**src/rtl/spi_cs_lines.sv**
```systemverilog
module spi_cs_lines #(
  parameter int LINES = 8
) (
  input  logic               clk,
  input  logic               rst_n,
  input  logic               force_we,
  input  logic [2*LINES-1:0] force_word,
  input  logic               mode_we,
  input  logic [2*LINES-1:0] mode_word,
  input  logic               frame_active,
  output logic [LINES-1:0]   line_out
);

  logic [LINES-1:0] forced_lvl;
  logic [LINES-1:0] hw_sel;
  logic [LINES-1:0] invert;
  logic [LINES-1:0] next_out;

  wire [LINES-1:0] raise_bits = force_word[2*LINES-1:LINES];
  wire [LINES-1:0] lower_bits = force_word[LINES-1:0];

  always_ff @(posedge clk or negedge rst_n) begin
    if (!rst_n) begin
      hw_sel <= '0;
      invert <= '0;
    end else if (mode_we) begin
      hw_sel <= mode_word[2*LINES-1:LINES];
      invert <= mode_word[LINES-1:0];
    end
  end

  genvar i;
  generate
    for (i = 0; i < LINES; i++) begin : g_line
      always_ff @(posedge clk or negedge rst_n) begin
        if (!rst_n)
          forced_lvl[i] <= 1'b1;
        else if (force_we && (raise_bits[i] ^ lower_bits[i]))
          forced_lvl[i] <= raise_bits[i];
      end

      assign next_out[i] = (hw_sel[i] ? ~frame_active : forced_lvl[i]) ^ invert[i];

      a_r2_lower_drives_low: assert property (@(posedge clk) disable iff (!rst_n)
        (force_we && lower_bits[i] && !raise_bits[i]) |=> !forced_lvl[i]);

      a_r3_raise_drives_high: assert property (@(posedge clk) disable iff (!rst_n)
        (force_we && raise_bits[i] && !lower_bits[i]) |=> forced_lvl[i]);

      a_r4_pair_holds: assert property (@(posedge clk) disable iff (!rst_n)
        (force_we && (raise_bits[i] == lower_bits[i])) |=> $stable(forced_lvl[i]));

      a_r5_select_tracks_frame: assert property (@(posedge clk) disable iff (!rst_n)
        (hw_sel[i] && !invert[i] && frame_active) |=> !line_out[i]);

      a_r6_invert_forced: assert property (@(posedge clk) disable iff (!rst_n)
        (!hw_sel[i] && invert[i] && forced_lvl[i]) |=> !line_out[i]);
    end
  endgenerate

  always_ff @(posedge clk or negedge rst_n) begin
    if (!rst_n)
      line_out <= '1;
    else
      line_out <= next_out;
  end

  a_r1_reset_high: assert property (@(posedge clk)
    !rst_n |=> (line_out == '1));

endmodule

```
**config.mk**
```make
export PLATFORM = sky130hd
export DESIGN_NAME = spi_cs_lines
export DESIGN_NICKNAME = d
export VERILOG_FILES = /design/src/rtl/spi_cs_lines.sv
export SDC_FILE = /design/constraint.sdc
export NUM_CORES = 1
export LEC_CHECK = 0
export BUFFER_PORTS_ARGS = -buffer_cell sky130_fd_sc_hd__buf_4
export CAP_MARGIN = 20
export CELL_PAD_IN_SITES_DETAIL_PLACEMENT = 1
export CELL_PAD_IN_SITES_GLOBAL_PLACEMENT = 2
export CORE_AREA = 2 2 50 87
export CTS_BUF_LIST = sky130_fd_sc_hd__clkbuf_4
export DETAILED_ROUTE_END_ITERATION = 16
export DIE_AREA = 0 0 52 89
export HOLD_SLACK_MARGIN = 0.15
export PLACE_DENSITY = 0.94
export SYNTH_ARGS = -nofsm -noshare
export SYNTH_HDL_FRONTEND = slang
export SYNTH_SLANG_ARGS = --single-unit
```
**constraint.sdc**
```tcl
create_clock -name clk -period 2.8 [get_ports clk]
set_clock_uncertainty 0.1 [all_clocks]
set_input_delay 0.14 -clock clk [delete_from_list [all_inputs] [get_ports clk]]
set_output_delay 0.14 -clock clk [all_outputs]
set_load 0.02 [all_outputs]
```
==> flow_summary.toml, run 1 <==
[status]
status = "complete, no violations"

[timing]
period_minus_slack_ps = 1495
setup-violations-final = 0
relSlewSlack_pct = 73.99
grt_setup_unrepaired = "no"
timing.final.max_slew_violations = 0
period_share_pct = 53.40
worstMarginPinSlew_ps = 390.1
setup_tns_ps = 0
max_freq_mhz = 668.8
hold_violations = 0

[die]
rows = 30
dieWidth_um = 52
die_area_mm2 = 0.004628
initial_utilization_pct = 34.98
io_pins = 45
die_y_um = 89
coreArea_mm2 = 0.003866

[power_and_ir_drop]
peakVddDrop_mv = 0.2564
power_density_mw_per_mm2 = 539.9
power_leakage_nw = 0.9392

[worst_setup_path]
crit_type = "reg2reg"
cp-startpoint = "forced_lvl[5]"
endpoint = "forced_lvl[5]"
crit_chain = "a21oi_1 > o21ai_0 > dlygate4sd3_1"
cp-start-kind = "flip-flop"
critPathMaxFanout = 3
slowest_stage = "dlygate4sd3_1"
critPathCaptureType = "flip-flop"
crit_required_ps = 2960
r2r_start = "forced_lvl[5]"
reg2reg_slack_ps = 1300
cpPeakStageDelay_ps = 580
arrival_ps = 1650
r2r-end = "forced_lvl[5]"
reg2regPathDepth = 3

[synth]
synth_area_leaders = "dfstp_2, dfrtp_1, mux2_4, mux2i_1, o21ai_0"
syn_inst = 93
syn_area_mm2 = 0.001353
ys_warn_count = 0
avgSynthCellArea_um2 = 14.54
ys_seq_elements = 32
synth.distinct_cells = 12
ys_seq_area_share_pct = 60.68
synth_area_leader_cell = "dfstp_2"
synth_fp_nets = 130
synth_top_cell_area_share_pct = 31.08

[route]
wl_um = 3232
drt_pass1_iterations = 4
antenna_left = 0
viasPerCell = 4.680
drt_iter0_markers = 10
drc = 0
num_vias = 1039
routedWlPerCell_um = 14.56

[clock_tree]
numClockSinks = 32
cts_buffers = 5
clock_latency_ps = 310
clk_pin_slew_ps = 90
clk_path_buf_depth = 2
htreeDepth = 2
cts-root-buf = "clkbuf_4"
tritoncts = "built"

[cells_and_area]
area_growth_pct = 54.30
layout.nets = 211
layout_common_cells = "buf_4, dlygate4sd3_1, o21ai_0, dfstp_2, dfrtp_1"
fin_area_mm2 = 0.002087
final_common_cell = "buf_4"
multi_input_area_um2 = 488.0
drive_gt1_share_pct = 47.70
regArea_um2 = 820.8
fill_cells = 405
diodes = 0

[grt]
grt_max_degree = 33
antenna_found_initial = 0
grt_usage_pct = 16.61
grt_pass1_vias = 1177
overflow = 0
grt_pass1_wl_um = 5554

[flow_run]
drv_cap = 0

[placement]
portBuffers = 44
postPlaceCellArea_mm2 = 0.001707
dp_hpwl_um = 2258
gp_congestion = 0.7183

[hold_path]
hp-class = "in2reg"
Yosys cell counts:
master	instances
a21oi_1	8
buf_12	1
buf_2	1
buf_6	1
dfrtp_1	16
dfstp_2	16
inv_1	2
mux2_2	6
mux2_4	10
mux2i_1	8
o21ai_0	16
xnor2_1	8
layout make-up:
type	instances	share of cell area [%]
multi-input combinational	56	23.38
sequential	32	39.33
tap	48	2.878
clock inverter	1	0.2398
timing repair buffer	77	31.65
clock buffer	6	2.158
inverter	2	0.3597
report_power, final:
part / total [mW] / internal, mW / switching, mW
registers: 0.594 / 0.557 / 0.0375
logic: 0.287 / 0.170 / 0.117
clock network: 0.245 / 0.102 / 0.143
routing by layer:
layer	track usage (%)	vias to the layer above	part of all wire, %
li1	-	487	-
met1	17.93	515	37
met2	29.46	29	57
met3	3.512	8	3.3
met4	9.091	0	2.8
met5	0	-	0
worst min-delay path by stage:
stage	to	cells after the start	from
finish	invert[2]	2	mode_we
global route	invert[6]	2	mode_we
CTS	invert[1]	2	mode_we
detailed placement	invert[7]	1	rst_n
global placement	invert[7]	1	rst_n
floorplan	hw_sel[0]	0	rst_n
cells by family after synthesis:
| logic type | count (synthesis) | synth area share (%) |
|---|---|---|
| muxes | 24 | 22.02 |
| xor gates and xnor gates | 8 | 5.181 |
| AOI/OAI and AO/OA | 24 | 8.881 |
| DFF | 32 | 60.68 |
| buffers and inverters | 5 | 3.238 |
metrics by stage:
step	std cells	worst slack, ps	total power, mW	hold WS, ps	utilization [%]
final	222	1305	1.127	171.3	53.98
after global routing	222	1241	1.190	160.4	53.98
after CTS	222	1350	1.138	165.2	53.98
after detailed placement	182	1795	0.8413	-3.685	44.14
after global placement	182	1824	0.8277	-12.01	44.14
after floorplan	93	1898	0.7307	-255.6	-
registers in the layout, indices dropped and copies added (netlist names):
| name | flops |
|---|---|
| invert | 8 |
| hw_sel | 8 |
| line_out | 8 |
| forced_lvl | 8 |
worst max-delay path: cells and delay by family, from the launching register on:
| family | cells | cell delay (ps) |
|---|---|---|
| flops | 1 | 570 |
| buf+inv | 1 | 580 |
| compound gates | 2 | 200 |
repair_timing:
action	in CTS	in global routing
hold endpoints to repair	56	0
hold buffers	33	0
gates resized for setup	0	0
buffers inserted	0	0
No activity file was read; power rests on OpenSTA's default activity.
==> run 2: changes to the inputs <==
Settings changed: ABC_AREA set to 1, CORE_AREA 2 2 50 87 to 2 2 57 100, DIE_AREA 0 0 52 89 to 0 0 59 102, PLACE_DENSITY 0.94 to 0.91.
Clock period 2.8 ns to 1.4 ns, I/O delays scaled along.
==> run 2 against run 1 <==
Sequential power rose by 99%. Clock power is 98% higher. Wire length is 51% higher. Global-route usage up 1.8 points. Critical endpoint is now forced_lvl[1].
==> flow_summary.toml, run 2 <==
[route]
routedWlPerCell_um = 14.38
num_vias = 1582
drt_iter0_markers = 15
antenna_left = 0
viasPerCell = 4.653
wl_um = 4889
drc = 0
drt_pass1_iterations = 4

[synth]
async_flop_share_pct = 100.0
synth.distinct_cells = 14
synthTopCellsByCount = "nand2_1, inv_1, o21ai_0"
syn_area_mm2 = 0.001516
avgSynthCellArea_um2 = 8.287
ys_seq_area_share_pct = 54.13
ys_warn_count = 0
synth_fp_nets = 220
synth_edf_count = 0
synth_area_leaders = "dfstp_2, dfrtp_1, nand2_1, o21ai_0, inv_1"
ys.flop_type = "dfstp_2"
ys_seq_elements = 32
synth_top_cell_area_share_pct = 27.72
synthMostInstantiatedCell = "nand2_1"
synth_area_leader_cell = "dfstp_2"
syn_inst = 183

[placement]
gp_congestion = 0.7648
dp_hpwl_um = 2706
portBuffers = 44

[die]
rows = 35
coreArea_mm2 = 0.005167
die_y_um = 102
dieWidth_um = 59
io_pins = 45
die_area_mm2 = 0.006018
initial_utilization_pct = 29.35

[worst_setup_path]
critPathBufInv = 3
cpPeakStageDelay_ps = 580
crit_type = "in2reg"
arrival_ps = 1530
slowest_stage = "dlygate4sd3_1"
crit_required_ps = 1580
critPathCaptureType = "flip-flop"
critPathMaxFanout = 1
crit_chain = "dlygate4sd3_1 > buf_4 > nor2_4 > dlygate4sd3_1 > o21ai_2 > nand2_1"
cp-start-kind = "input pin"
crit_top_cell = "dlygate4sd3_1"
critical_path.top_delay_family = "buffers and inverters"

[clock_tree]
clock_latency_ps = 330
tritoncts = "built"
clk_path_buf_depth = 2
post_cts_buffers = 0
numClockSinks = 32
cts-root-buf = "clkbuf_4"
cts_buffers = 5
htreeDepth = 2
clk_pin_slew_ps = 100

[timing]
relSlewSlack_pct = 60.45
grt_setup_unrepaired = "no"
setup-violations-final = 0
period_share_pct = 96.61
setup_tns_ps = 0
worstMarginPinSlew_ps = 593.2
max_freq_mhz = 739.3
period_minus_slack_ps = 1353
hold_violations = 0
timing.final.max_slew_violations = 0

[hold_path]
hp-class = "reg2reg"

[grt]
overflow = 0
grt_pass1_wl_um = 8211
grt_usage_pct = 18.46
antenna_found_initial = 0
grt_pass1_vias = 1745
grt_max_degree = 33

[cells_and_area]
area_growth_pct = 63.61
diodes = 0
final_common_cell = "nand2_1"
layout.nets = 322
layout_common_cells = "nand2_1, dlygate4sd3_1, buf_4"
drive_gt1_share_pct = 27.02
postLayoutCoreUtil_pct = 48.01

[status]
status = "complete, no violations"

[power_and_ir_drop]
peakVddDrop_mv = 0.4261
power_density_mw_per_mm2 = 922.4
power_leakage_nw = 1.205

[flow_run]
drv_cap = 0
## run 2: cell types whose count changed after synthesis, sizes merged, moves of 16 or more
cell,change
nand2,+64
o21ai,+16
nand3,+16
inv,+24
mux2,-16
## run 2: final cells by class
type | instances | area, µm²
clock buffer | 5 | 37.54
tap | 55 | 68.82
inverter | 26 | 97.59
timing repair buffer | 100 | 893.4
multi-input combinational | 120 | 555.5
sequential | 32 | 820.8
clock inverter | 2 | 7.507
fill | 634 | 2686
## run 2: timing repair
action                                  in CTS  in global routing
resized for setup                            0                  2
hold buffers                                56                  0
endpoints found under the setup margin       0                 16
endpoints found under the hold margin       64                  0
## run 2: worst paths after layout
path                               start  slack (ps)             to  cells past startpoint
max in group asynchronous          rst_n         190    line_out[4]                      3
max reg2reg                forced_lvl[0]         410    line_out[0]                      4
min reg2reg                forced_lvl[3]         380  forced_lvl[3]                      2
max                        force_word[1]          50  forced_lvl[1]                      6
min in group asynchronous          rst_n         680      hw_sel[6]                      3
min                        forced_lvl[3]         380  forced_lvl[3]                      2
## run 2: report_power, final
group	internal (mW)	switching, mW
clock	0.175	0.311
sequential	1.10	0.0839
combinational	0.316	0.304
total	1.59	0.698
## run 2: logic make-up (layout without fill, tap and decap cells)
group	Yosys count	in the layout	synth area share [%]
buf+inv	31	133	9.241
simple gates	88	88	24.09
compound gates	32	32	12.54
flops	32	32	54.12
## run 2: worst reg2reg max path: cells and delay by family (launching register included)
family        cells  cell delay, ps
buf+inv           1              50
flops             1             590
simple gates      3             200
## run 2: metal layers
metal	global-route usage [%]	part of all wire, %	up-vias
li1	-	-	770
met1	19.92	38	780
met2	34.44	58	25
met3	3.038	1.7	7
met4	7.517	2.3	0
met5	0	0	-
## run 2: per-stage QoR
step	hold WS, ps	setup slack (ps)	cells	power [mW]	cell area (µm²)
after floorplan	-325.6	519.1	183	1.456	1516
after global placement	-61.46	458.5	277	1.668	1873
after detailed placement	-65.55	432.0	277	1.687	1873
after CTS	382.7	2.370	340	2.305	2479
after global routing	393.1	29.79	340	2.443	2481
final	380.4	47.44	340	2.289	2481
